==> config.mk <==
export PLATFORM = sky130hd
export DESIGN_NAME = sdram_lp_tracker
export DESIGN_NICKNAME = d
export VERILOG_FILES = /design/src/rtl/sdram_lp_pkg.sv /design/src/rtl/sdram_cmd_decode.sv /design/src/rtl/sdram_bank_idle_reduce.sv /design/src/rtl/sdram_lp_next.sv /design/src/rtl/sdram_lp_tracker.sv
export SDC_FILE = /design/constraint.sdc
export NUM_CORES = 1
export LEC_CHECK = 0
export BUFFER_PORTS_ARGS = -buffer_cell sky130_fd_sc_hd__buf_2
export CORE_MARGIN = 5
export CORE_UTILIZATION = 40
export CTS_BUF_LIST = sky130_fd_sc_hd__clkbuf_4
export DETAILED_ROUTE_END_ITERATION = 16
export GPL_TIMING_DRIVEN = 0
export PLACE_DENSITY = 0.68
export SYNTH_ARGS = -nofsm -noshare
export SYNTH_HDL_FRONTEND = slang
export SYNTH_SLANG_ARGS = --single-unit
==> constraint.sdc <==
create_clock -name clk -period 1.4 [get_ports clk]
set_input_delay 0.21 -clock clk [delete_from_list [all_inputs] [get_ports clk]]
set_output_delay 0.21 -clock clk [all_outputs]
set_load 0.01 [all_outputs]
==> src/rtl/sdram_lp_pkg.sv <==
package sdram_lp_pkg;

  typedef enum logic [1:0] {
    ST_NORMAL   = 2'd0,
    ST_SELF_REF = 2'd1,
    ST_PWR_DOWN = 2'd2,
    ST_SUSPEND  = 2'd3
  } lp_state_e;

  typedef enum logic [3:0] {
    ACT_NONE      = 4'd0,
    ACT_MRS       = 4'd1,
    ACT_AUTO_REF  = 4'd2,
    ACT_SR_ENTER  = 4'd3,
    ACT_SR_HOLD   = 4'd4,
    ACT_SR_EXIT   = 4'd5,
    ACT_PD_ENTER  = 4'd6,
    ACT_PD_HOLD   = 4'd7,
    ACT_PD_EXIT   = 4'd8,
    ACT_CS_BEGIN  = 4'd9,
    ACT_CS_HOLD   = 4'd10,
    ACT_CS_END    = 4'd11,
    ACT_ILLEGAL   = 4'd12,
    ACT_INVALID   = 4'd13
  } lp_action_e;

  typedef enum logic [2:0] {
    CMD_DESEL = 3'd0,
    CMD_NOP   = 3'd1,
    CMD_AREF  = 3'd2,
    CMD_MRS   = 3'd3,
    CMD_OTHER = 3'd4
  } cmd_kind_e;

  typedef struct packed {
    lp_state_e  state;
    lp_action_e action;
    logic       illegal;
    logic       invalid;
  } lp_decision_t;

endpackage

==> src/rtl/sdram_cmd_decode.sv <==
module sdram_cmd_decode
  import sdram_lp_pkg::*;
(
  input  logic      cs_n,
  input  logic      ras_n,
  input  logic      cas_n,
  input  logic      we_n,
  output cmd_kind_e kind
);
  logic [2:0] strobes;
  assign strobes = {ras_n, cas_n, we_n};

  always_comb begin
    if (cs_n) begin
      kind = CMD_DESEL;
    end else begin
      unique case (strobes)
        3'b111:  kind = CMD_NOP;
        3'b001:  kind = CMD_AREF;
        3'b000:  kind = CMD_MRS;
        default: kind = CMD_OTHER;
      endcase
    end
  end
endmodule

==> src/rtl/sdram_bank_idle_reduce.sv <==
module sdram_bank_idle_reduce #(
  parameter int NUM_BANKS = 4
) (
  input  logic [NUM_BANKS-1:0] bank_idle,
  output logic                 all_idle
);
  localparam int LAST = NUM_BANKS - 1;

  generate
    if (NUM_BANKS == 1) begin : g_single
      assign all_idle = bank_idle[0];
    end else begin : g_chain
      logic [LAST:0] acc;
      assign acc[0] = bank_idle[0];
      for (genvar b = 1; b < NUM_BANKS; b++) begin : g_and
        assign acc[b] = acc[b-1] & bank_idle[b];
      end
      assign all_idle = acc[LAST];
    end
  endgenerate
endmodule

==> src/rtl/sdram_lp_next.sv <==
module sdram_lp_next
  import sdram_lp_pkg::*;
(
  input  lp_state_e    cur_state,
  input  logic         prev_cke,
  input  logic         cke,
  input  cmd_kind_e    kind,
  input  logic         all_idle,
  output lp_decision_t dec
);
  logic exit_ok;
  assign exit_ok = (kind == CMD_DESEL) || (kind == CMD_NOP);

  always_comb begin
    dec.state   = cur_state;
    dec.action  = ACT_NONE;
    dec.illegal = 1'b0;
    dec.invalid = 1'b0;
    unique case (cur_state)
      ST_SELF_REF, ST_PWR_DOWN: begin
        if (prev_cke) begin
          dec.action  = ACT_INVALID;
          dec.invalid = 1'b1;
        end else if (!cke) begin
          dec.action = (cur_state == ST_SELF_REF) ? ACT_SR_HOLD : ACT_PD_HOLD;
        end else if (exit_ok) begin
          dec.state  = ST_NORMAL;
          dec.action = (cur_state == ST_SELF_REF) ? ACT_SR_EXIT : ACT_PD_EXIT;
        end else begin
          dec.action  = ACT_ILLEGAL;
          dec.illegal = 1'b1;
        end
      end
      ST_SUSPEND: begin
        if (cke) begin
          dec.state  = ST_NORMAL;
          dec.action = ACT_CS_END;
        end else begin
          dec.action = ACT_CS_HOLD;
        end
      end
      default: begin
        if (cke) begin
          if (kind == CMD_MRS) begin
            if (all_idle) begin
              dec.action = ACT_MRS;
            end else begin
              dec.action  = ACT_ILLEGAL;
              dec.illegal = 1'b1;
            end
          end else if (kind == CMD_AREF) begin
            dec.action = ACT_AUTO_REF;
          end
        end else if (prev_cke) begin
          if (all_idle) begin
            if (kind == CMD_AREF) begin
              dec.state  = ST_SELF_REF;
              dec.action = ACT_SR_ENTER;
            end else begin
              dec.state  = ST_PWR_DOWN;
              dec.action = ACT_PD_ENTER;
            end
          end else begin
            dec.state = ST_SUSPEND;
            if ((kind == CMD_AREF) || (kind == CMD_MRS)) begin
              dec.action  = ACT_ILLEGAL;
              dec.illegal = 1'b1;
            end else begin
              dec.action = ACT_CS_BEGIN;
            end
          end
        end
      end
    endcase
  end
endmodule

==> src/rtl/sdram_lp_tracker.sv <==
module sdram_lp_tracker
  import sdram_lp_pkg::*;
#(
  parameter int NUM_BANKS = 4
) (
  input  logic                 clk,
  input  logic                 rst_n,
  input  logic                 cke,
  input  logic                 cs_n,
  input  logic                 ras_n,
  input  logic                 cas_n,
  input  logic                 we_n,
  input  logic [NUM_BANKS-1:0] bank_idle,
  output logic [1:0]           state_o,
  output logic [3:0]           action_o,
  output logic                 illegal_o,
  output logic                 invalid_o
);
  cmd_kind_e    kind;
  logic         all_idle;
  lp_decision_t dec;

  lp_state_e  state_q;
  lp_action_e action_q;
  logic       prev_cke_q;
  logic       illegal_q;
  logic       invalid_q;

  sdram_cmd_decode u_dec (
    .cs_n  (cs_n),
    .ras_n (ras_n),
    .cas_n (cas_n),
    .we_n  (we_n),
    .kind  (kind)
  );

  sdram_bank_idle_reduce #(.NUM_BANKS(NUM_BANKS)) u_idle (
    .bank_idle (bank_idle),
    .all_idle  (all_idle)
  );

  sdram_lp_next u_next (
    .cur_state (state_q),
    .prev_cke  (prev_cke_q),
    .cke       (cke),
    .kind      (kind),
    .all_idle  (all_idle),
    .dec       (dec)
  );

  always_ff @(posedge clk) begin
    if (!rst_n) begin
      state_q    <= ST_NORMAL;
      action_q   <= ACT_NONE;
      prev_cke_q <= 1'b1;
      illegal_q  <= 1'b0;
      invalid_q  <= 1'b0;
    end else begin
      state_q    <= dec.state;
      action_q   <= dec.action;
      prev_cke_q <= cke;
      illegal_q  <= dec.illegal;
      invalid_q  <= dec.invalid;
    end
  end

  assign state_o   = state_q;
  assign action_o  = action_q;
  assign illegal_o = illegal_q;
  assign invalid_o = invalid_q;
endmodule

==> impl_results.md <==
- Status: completed
- CP Class: reg2reg
- Final HPWL DP: between 1 and 1.5 mm
- Share of cells above drive strength 1: between 40% and 50%
- Syn Area/Cell: 8.25 um^2
- ANT cells: 0
- Final setup violating endpoints: 0
- Initial antenna violation count: 0
- Crit share post-route: 99.2%
- Synthesis-stage register bit count: 9
- Met1 wire length: ~660 um
- Flop2flop setup slack: 10 ps
- Mapped Cells: 71
- CP required: around 1600 ps
- Drt first-iter violations: 22
- Power Dens Cells: about 1300 mW/mm^2
- CTS sink cnt: 9
- Area leader, netlist: dfxtp_1
- Max VDD drop: roughly 0.70 mV
- Crit start category: flop
- Crit. path cell count: 5
- FILL cells: between 100 and 150
- Layout Skew: approximately 3.3 ps
- Slew Limit Fails: 0
- WP data arrival: ~1600 ps
- CTS tree: done
- Max Freq: about 720 MHz
- Syn nets: 85
- Post-detailed-route wirelength per cell: 14.6 um
- Family with the most delay on the worst path: simple AND/OR/NAND/NOR gates
- Cell variety after synth: 32
- Port Buffers: 18
- DRT Pass-1 Iters: 4
- Pleak: between 0.3 and 0.4 nW
- Highest metal used: met4
- Drt via density: approximately 5.7
- Reg2reg path depth: 5
- Largest cells by area after synthesis: dfxtp_1 (31%), ha_1 (6.4%), nand2_1 (5.8%)
- TNS Setup: 0 ps
- Clk root buf: clkbuf_4
- DR WL met3: 98 um
- CP peak stage delay: roughly 420 ps
- Synth top area share: between 30% and 40%
- Crit-path max FO: 6
- Tmin final: between 1000 and 1500 ps
- CP max stage cell: or4_4
- CTS max path bufs: 2
- Vias in the first global route: between 500 and 600
- Initial core utilization: 43.4%
- Cell Rows: 13
- Layout area overhead: 37.8%
- Final instance area: between 800 and 900 um^2
- Slew of the pin with the lowest slew margin: a little over 400 ps
- Relative slew slack: ~73%
- Critical Path Sink: illegal_o$_SDFF_PN0_
- DR vias: between 600 and 700
- Final WL: roughly 1.6 mm
- Die height: between 40 and 50 um
- Final Hold Fails: 0
- Drt drc: 0
- Antenna Nets Post-Route: 0
- Full die area: 0.00233 mm^2
- Reg-to-reg endpoint: illegal_o$_SDFF_PN0_
- Max_cap viols: 0
- Synth Warn #: 0
- Die width: roughly 48 um
- Crit path launch: state_o[1]$_SDFFE_PN0P_
- Clk_lat worst skew: 270 ps
- FF-to-FF Start: state_o[1]$_SDFFE_PN0P_
- Cell Area, Placed: about 720 um^2
- Clk slew on worst S/H paths: roughly 60 ps
- H-tree levels: 1
- Hold crit path type: in2reg
- CP Cell Sequence: inv_4 -> ha_4 -> nand2_2 -> or4_4 -> a21boi_2
- Mapped Area: 586 um^2
- Largest net degree at the start of global routing: 11
- Total power: 1.02 mW
- Crit. End Element: flop
- All-layer global routing usage: 15.5%
- Fin nets: 110
- CP Buf/Inv Count: 1
- Hold path depth: 2
- Met2 wire length: approximately 800 um
- GPL Wtd Cong: just over 0.8
- CTS Buf Count: 3
- First-pass GRT wire length: around 2.4 mm
- Placeable Area: roughly 0.0014 mm^2
- Grt total ovfl: 0
- Post-synthesis sequential area ratio: between 30 and 40%
- RSZ-0062 raised after global routing: true
- IO Pins: 19
==> worst min-delay path by stage <==
stage          start               endpoint
3_3_place_gp   rst_n  prev_cke_q$_SDFF_PN1_
3_5_place_dp   rst_n  prev_cke_q$_SDFF_PN1_
5_1_grt        rst_n  prev_cke_q$_SDFF_PN1_
2_1_floorplan  rst_n  prev_cke_q$_SDFF_PN1_
6_report       rst_n  prev_cke_q$_SDFF_PN1_
4_1_cts        rst_n  prev_cke_q$_SDFF_PN1_
==> layout make-up <==
class	instances	area, um^2	area share, %
multi-input cells	55	429	53.2
flip-flops and latches	9	188	23.3
repair buffers	21	113	14.0
clock buffers	4	30.0	3.72
plain buffers	4	18.8	2.33
well taps	15	18.8	2.33
inverters	2	10.0	1.24
==> report_power, final <==
part / internal [mW] / switching, mW / total (mW)
clock network: 0.130 / 0.101 / 0.231
registers: 0.306 / 0.0175 / 0.324
logic: 0.218 / 0.247 / 0.465
==> synthesized netlist by cell type (all sizes together) <==
library cell	instances
nand4	2
nand2b	3
and3	2
a21bo	1
a21boi	1
a211o	1
a21oi	5
dfxtp	9
nand2	9
mux2i	3
clkbuf	3
ha	3
o21ai	2
a31o	1
or4	1
a31oi	1
o31ai	2
buf	2
a311oi	1
nor4b	2
nor2b	2
a41o	1
inv	2
nand3b	1
o211ai	1
nor2	3
o221ai	1
nand3	1
o2111ai	3
or3	1
nor3	1
==> cells in the final DEF, fill, tap and decap left out, types with 2 or more instances in the layout <==
cell type / synthesis / final
clkbuf_4: 0 / 4
nor4b_2: 1 / 2
ha_4: 0 / 2
dfxtp_4: 0 / 2
o2111ai_1: 3 / 3
nor2_1: 3 / 3
o21ai_0: 2 / 2
nand4_1: 2 / 2
a21oi_1: 5 / 4
dfxtp_1: 9 / 7
mux2i_1: 3 / 3
nor2b_1: 2 / 2
buf_2: 2 / 20
buf_4: 0 / 3
nand2_1: 9 / 8
and3_1: 2 / 2
nand2b_1: 3 / 3
==> state kept, by name (all words and copies together) (netlist names) <==
| register | flops |
|---|---|
| prev_cke_q | 1 |
| state_o | 2 |
| invalid_o | 1 |
| illegal_o | 1 |
| action_o | 4 |
==> timing repair <==
| item | 4_1_cts | 5_1_grt |
|---|---|---|
| hold buffers | 0 | 0 |
| setup buffers | 3 | 0 |
| resized for setup | 4 | 7 |
| setup endpoints to repair | 5 | 6 |
| pin swaps | 1 | 1 |
==> per-layer routing <==
layer | vias to the layer above | GRT usage, %
met5 | - | 0
met4 | 0 | 7.53
met3 | 4 | 6.64
met2 | 16 | 23.2
met1 | 289 | 18.9
li1 | 317 | -
==> logic make-up after synthesis <==
logic type	count (synthesis)	share of synthesized area, %
flip-flops	9	30.8
multiplexers	3	5.13
adder cells (fa/ha/maj)	3	6.41
AO/OA/AOI/OAI	21	26.1
AND/OR/NAND/NOR	28	26.7
buffers and inverters	7	4.91
==> stage by stage <==
stage	worst slack [ps]	utilization [%]	hold WS [ps]	instances
after detailed placement	-91.0	53.2	413	104
after global placement	-76.6	53.2	409	104
after CTS	-82.7	58.5	129	111
final	10.8	59.8	131	110
after global routing	-70.3	59.8	122	110
after floorplan	-21.6	-	283	71
(Power assumes the default switching activity.)
